## src/rtl/gpad_pkg.sv

```systemverilog
package gpad_pkg;

    typedef enum logic [1:0] {
        PH_IDLE   = 2'd0,
        PH_LATCH  = 2'd1,
        PH_CLK_HI = 2'd2,
        PH_CLK_LO = 2'd3
    } phase_e;

    // packed so that clk sits in bit 0 and latch in bit 1
    typedef struct packed {
        logic latch;
        logic clk;
    } side_t;

    function automatic side_t side_for(phase_e ph);
        side_t s;
        s.latch = (ph == PH_LATCH);
        s.clk   = (ph == PH_CLK_HI);
        return s;
    endfunction

endpackage

```

## src/rtl/gpad_step_timer.sv

```systemverilog
module gpad_step_timer #(
    parameter int CW = 4
) (
    input  logic          clk,
    input  logic          rst,
    input  logic          restart,
    input  logic          step_en,
    input  logic [CW-1:0] term,
    output logic          last_tick
);
    logic [CW-1:0] cnt;

    assign last_tick = step_en && (cnt == term);

    always_ff @(posedge clk) begin
        if (rst || restart) begin
            cnt <= '0;
        end else if (step_en) begin
            cnt <= last_tick ? '0 : cnt + CW'(1);
        end
    end
endmodule

```

## src/rtl/gpad_sequencer.sv

```systemverilog
module gpad_sequencer
    import gpad_pkg::*;
#(
    parameter int NUM_BITS    = 8,
    parameter int LATCH_STEPS = 12,
    parameter int HALF_STEPS  = 6,
    parameter int CW          = 4,
    parameter int IW          = 3
) (
    input  logic          clk,
    input  logic          rst,
    input  logic          trigger,
    input  logic          last_tick,
    output logic          busy,
    output logic [CW-1:0] term,
    output side_t         side,
    output logic          sample_en,
    output logic [IW-1:0] sample_idx,
    output logic          done
);
    localparam logic [CW-1:0] LATCH_TERM = CW'(LATCH_STEPS - 1);
    localparam logic [CW-1:0] HALF_TERM  = CW'(HALF_STEPS - 1);
    localparam logic [IW-1:0] LAST_PULSE = IW'(NUM_BITS - 1);

    phase_e        phase;
    logic [IW-1:0] pidx;
    logic          lo_end;

    assign busy       = (phase != PH_IDLE);
    assign term       = (phase == PH_LATCH) ? LATCH_TERM : HALF_TERM;
    assign side       = side_for(phase);
    assign lo_end     = (phase == PH_CLK_LO) && last_tick;
    assign done       = lo_end && (pidx == LAST_PULSE);
    assign sample_en  = ((phase == PH_LATCH) && last_tick) || (lo_end && (pidx != LAST_PULSE));
    assign sample_idx = (phase == PH_LATCH) ? '0 : pidx + IW'(1);

    always_ff @(posedge clk) begin
        if (rst) begin
            phase <= PH_IDLE;
            pidx  <= '0;
        end else begin
            unique case (phase)
                PH_IDLE: begin
                    if (trigger) begin
                        phase <= PH_LATCH;
                        pidx  <= '0;
                    end
                end
                PH_LATCH:  if (last_tick) phase <= PH_CLK_HI;
                PH_CLK_HI: if (last_tick) phase <= PH_CLK_LO;
                PH_CLK_LO: begin
                    if (last_tick) begin
                        if (pidx == LAST_PULSE) begin
                            phase <= PH_IDLE;
                        end else begin
                            pidx  <= pidx + IW'(1);
                            phase <= PH_CLK_HI;
                        end
                    end
                end
                default: phase <= PH_IDLE;
            endcase
        end
    end


    latch_start_chk: assert property (@(posedge clk) disable iff (rst)
        $rose(side.latch) |-> $past(trigger));
endmodule

```

## src/rtl/gpad_capture.sv

```systemverilog
module gpad_capture #(
    parameter int NUM_BITS = 8,
    parameter int IW       = 3
) (
    input  logic                clk,
    input  logic                rst,
    input  logic                sample_en,
    input  logic [IW-1:0]       sample_idx,
    input  logic                data_n,
    input  logic                done,
    output logic [NUM_BITS-1:0] byte_out,
    output logic                valid
);
    localparam int KW = $clog2(NUM_BITS + 1);

    logic [NUM_BITS-1:0] shadow;

    always_ff @(posedge clk) begin
        if (rst) begin
            shadow   <= '0;
            byte_out <= '0;
            valid    <= 1'b0;
        end else begin
            valid <= done;
            if (sample_en) shadow[sample_idx] <= ~data_n;
            if (done) byte_out <= shadow;
        end
    end

    logic [KW-1:0] chk_samples;
    always_ff @(posedge clk) begin
        if (rst || done) chk_samples <= '0;
        else if (sample_en) chk_samples <= chk_samples + KW'(1);
    end


    one_valid_chk: assert property (@(posedge clk) disable iff (rst)
        valid |=> !valid);


    sample_total_chk: assert property (@(posedge clk) disable iff (rst)
        done |-> (chk_samples == KW'(NUM_BITS)));
endmodule

```

## src/rtl/gamepad_shift_reader.sv

```systemverilog
module gamepad_shift_reader
    import gpad_pkg::*;
#(
    parameter int NUM_BITS    = 8,
    parameter int LATCH_STEPS = 12,
    parameter int HALF_STEPS  = 6
) (
    input  logic                clk,
    input  logic                rst,
    input  logic                step_en,
    input  logic                trigger,
    input  logic                pad_data_n,
    output logic [1:0]          side_out,
    output logic [NUM_BITS-1:0] btn_byte,
    output logic                btn_valid
);
    localparam int MAX_STEPS = (LATCH_STEPS > HALF_STEPS) ? LATCH_STEPS : HALF_STEPS;
    localparam int CW        = $clog2(MAX_STEPS + 1);
    localparam int IW        = (NUM_BITS > 1) ? $clog2(NUM_BITS) : 1;

    logic          busy;
    logic          last_tick;
    logic [CW-1:0] term;
    side_t         side;
    logic          sample_en;
    logic [IW-1:0] sample_idx;
    logic          done;

    gpad_step_timer #(.CW(CW)) u_timer (
        .clk       (clk),
        .rst       (rst),
        .restart   (!busy),
        .step_en   (step_en),
        .term      (term),
        .last_tick (last_tick)
    );

    gpad_sequencer #(
        .NUM_BITS    (NUM_BITS),
        .LATCH_STEPS (LATCH_STEPS),
        .HALF_STEPS  (HALF_STEPS),
        .CW          (CW),
        .IW          (IW)
    ) u_seq (
        .clk        (clk),
        .rst        (rst),
        .trigger    (trigger),
        .last_tick  (last_tick),
        .busy       (busy),
        .term       (term),
        .side       (side),
        .sample_en  (sample_en),
        .sample_idx (sample_idx),
        .done       (done)
    );

    gpad_capture #(.NUM_BITS(NUM_BITS), .IW(IW)) u_cap (
        .clk        (clk),
        .rst        (rst),
        .sample_en  (sample_en),
        .sample_idx (sample_idx),
        .data_n     (pad_data_n),
        .done       (done),
        .byte_out   (btn_byte),
        .valid      (btn_valid)
    );

    assign side_out = side;


    step_rate_chk: assert property (@(posedge clk) disable iff (rst)
        !$stable(side_out) |-> ($past(step_en) || $past(trigger)));


    valid_idle_chk: assert property (@(posedge clk) disable iff (rst)
        btn_valid |-> (side_out == 2'b00));


    no_overlap_chk: assert property (@(posedge clk) disable iff (rst)
        $rose(side_out[0]) |-> !side_out[1] && $past(!side_out[0]));
endmodule

```

## config.mk

```make
export PLATFORM = sky130hd
export DESIGN_NAME = gamepad_shift_reader
export DESIGN_NICKNAME = d
export VERILOG_FILES = /design/src/rtl/gpad_pkg.sv /design/src/rtl/gpad_step_timer.sv /design/src/rtl/gpad_sequencer.sv /design/src/rtl/gpad_capture.sv /design/src/rtl/gamepad_shift_reader.sv
export SDC_FILE = /design/constraint.sdc
export NUM_CORES = 1
export LEC_CHECK = 0
export CORE_MARGIN = 5
export CORE_UTILIZATION = 47
export DETAILED_ROUTE_END_ITERATION = 12
export GPL_TIMING_DRIVEN = 0
export PLACE_DENSITY = 0.8
export SYNTH_ARGS = -nofsm -noshare
export SYNTH_HDL_FRONTEND = slang
export SYNTH_SLANG_ARGS = --single-unit
```

## constraint.sdc

```tcl
create_clock -name clk -period 1.85 [get_ports clk]
set_clock_uncertainty 0.1 [all_clocks]
set_input_delay 0.37 -clock clk [delete_from_list [all_inputs] [get_ports clk]]
set_output_delay 0.37 -clock clk [all_outputs]
set_load 0.01 [all_outputs]
```

==> flow_summary.toml <==
[routing]
postRouteWirelength_mm = 2.53
avgViaCountPerCell = 5.78
drc = 0
ant_nets = 0
drt_iter0_markers = 34
vias = 1017
wl_per_cell_um = 14.4
drtPass1Iterations = 4

[cells_and_area]
nets = 155
drive_gt1_share_pct = 11.6
num-fill-cells = 218
multi_input_area_um2 = 621
post-route-cell-area_mm2 = 0.00142
area_delta_synth_final_pct = 22.8
diodes = 0
seq_area_um2 = 524

[yosys]
synth_compound_area_share_pct = 21.0
synth_cell_types = 38
synthFlopType = "dfxtp_1"
synth-xor-area-share_pct = 0.759
synth-seq-area-share_pct = 45.1
synth_simple_gate_area_share_pct = 24.4
syn_inst = 128
synth_edf_count = 0
synth-seq-cells = 26
async_reset_ff_share_pct = 0
synth_area_mm2 = 0.00115
ys_top_cells_by_area = "dfxtp_1 (45%), a21oi_1 (6.9%), nand3_1 (6.9%), a311oi_1 (4.6%), nand2_1 (3.9%)"
synthAdderAreaFrac_pct = 3.25
yosysTopAreaCell = "dfxtp_1"
synth_top_family_by_area = "simple AND/OR/NAND/NOR gates"
yosys.area.top_type_share_pct = 45.1
syn_area_per_cell_um2 = 9.01
ys_warn_count = 0
syn_nets = 136
synth.mux.area_fraction_pct = 1.74

[power]
ir_worst_vdd_mv = 0.437
powerDensity_mw_per_mm2 = 710
p_leak_nw = 0.520
finalPower_w = 0.00101

[grt]
grt_pass1_vias = 974
grt_pass1_wl_mm = 4.38
grt_max_degree = 16
gr-total-overflow = 0
gr-usage-all-layers_pct = 15.9
antenna_found_initial = 0

[die]
num_rows = 18
ios = 16
die_h_um = 59.5
dieArea_mm2 = 0.00355
die-width_um = 59.5
core_mm2 = 0.00241
initial_core_util_pct = 47.9

[timing]
setup-violations-final = 0
max_freq_mhz = 564
setup_slack_ns = 0.0755
finalCritPeriodShare_pct = 95.9
hold_viol_final = 0
tightest_slew_ns = 0.485
drv_slew = 0
maxSlewHeadroom_pct = 67.7
period_needed_ns = 1.77
whs_ns = 0.265

[cts]
clk_pin_slew_worst_paths_ns = 0.15
cts_buffers = 3
ctsHoldBuffers = 0
worstSkewPairLatency_ns = 0.33
cts_tree = "done"
cts_root_buf = "clkbuf_4"
clockBufferDepth = 2
cts.sinks = 26
htreeDepth = 1

[setup_path]
r2r-start = "u_seq.pidx[0]"
worst_path_max_delay_cell = "ha_2"
reg2reg_slack_ns = 0.08
endpoint_kind = "register"
crit_chain = "ha_1 > ha_2 > and4b_4 > a21oi_1 > a311oi_1"
cp.required_ns = 2.00
start_kind = "register"
slowest_delay_ns = 0.41
critPathKind = "register to register"
critPathMaxFanout = 8
critical_path.startpoint = "u_seq.pidx[0]"
cp.arrival_ns = 1.93

[place]
port_buffers = 14
placed_area_mm2 = 0.00133
gp_congestion = 0.844
post-place-ws_ns = -0.181
place_hpwl_mm = 1.72

[hold_path]
hold_path_class = "input port to register"
min_from = "step_en"

[run_status]
outcome = "finished, final reports clean"

[run]
drv_cap = 0
critical path: cells and delay by family (launching register included):
| kind | cells | cell delay, ns |
|---|---|---|
| compound gates | 2 | 0.31 |
| fa+ha+maj | 2 | 0.63 |
| flops | 1 | 0.39 |
| simple gates | 1 | 0.28 |
registers in the layout, summed over array words and instances, names as in the netlist:
register / cells
u_seq.pidx: 3
u_seq.phase: 2
u_cap.byte_out: 8
u_cap.valid: 1
u_timer.cnt: 4
u_cap.shadow: 8
stage by stage:
stage,cells,setup TNS [ns],utilization [%]
3_3_place_gp,172,-1.11,55.2
6_report,176,0,58.8
3_5_place_dp,172,-2.09,55.2
2_1_floorplan,128,0,-
5_1_grt,176,-0.0100,58.8
4_1_cts,176,0,58.0
repair_timing:
action,4_1_cts,5_1_grt
endpoints found under the setup margin,17,12
gates resized for setup,9,4
buffers inserted,0,0
endpoints found under the hold margin,0,0
gates cloned,0,0
pin swaps,0,0
area by class of cell:
cell class,count,area share (%)
Buffer,6,2.56
Clock buffer,3,1.59
Clock inverter,1,2.12
Inverter,2,0.530
Multi-Input combinational cell,94,43.8
Sequential cell,26,37.0
Tap cell,30,2.65
Timing Repair Buffer,14,9.72
layout by cell type (no fill, tap or decap), drive strengths merged, types with 3 or more instances in the layout:
master | netlist | routed
clkdlybuf4s50 | 0 | 12
a21oi | 16 | 16
clkbuf | 3 | 5
nand2 | 12 | 12
nand3 | 16 | 16
a311oi | 6 | 6
nor2 | 6 | 6
o21ai | 4 | 4
buf | 3 | 4
dfxtp | 26 | 26
ha | 3 | 3
kinds of logic after synthesis:
logic type / count (synthesis)
AO/OA/AOI/OAI: 37
XOR/XNOR: 1
adder cells (fa/ha/maj): 3
buffers and inverters: 8
flip-flops: 26
multiplexers: 2
AND/OR/NAND/NOR: 51
layer usage:
layer | track usage [%] | part of all wire, %
met1 | 19.0 | 45
met2 | 28.2 | 49
met3 | 3.05 | 4.2
met4 | 5.70 | 1.5
met5 | 0 | 0
path summary, 6_finish.rpt:
path / cells after the start / to
min: 3 / u_timer.cnt[1]
max reg2reg: 5 / u_cap.shadow[4]
max: 5 / u_cap.shadow[4]
min reg2reg: 2 / u_cap.byte_out[5]
synth_stat cells (all sizes together), types with 2 or more instances:
cell / instances
a21oi: 16
clkbuf: 3
and4bb: 2
and3: 2
mux2i: 2
nor2b: 2
dfxtp: 26
inv: 2
nor2: 6
ha: 3
nand2: 12
and2b: 2
a41oi: 2
nor3: 2
o21ai: 4
buf: 3
a311oi: 6
nand3: 16
where the power goes:
part           total (W)  switching, W  internal (W)
Combinational  0.0000431     0.0000254     0.0000178
Sequential      0.000565    0.00000405      0.000561
Clock           0.000396      0.000177      0.000219
(Power assumes the default switching activity.)
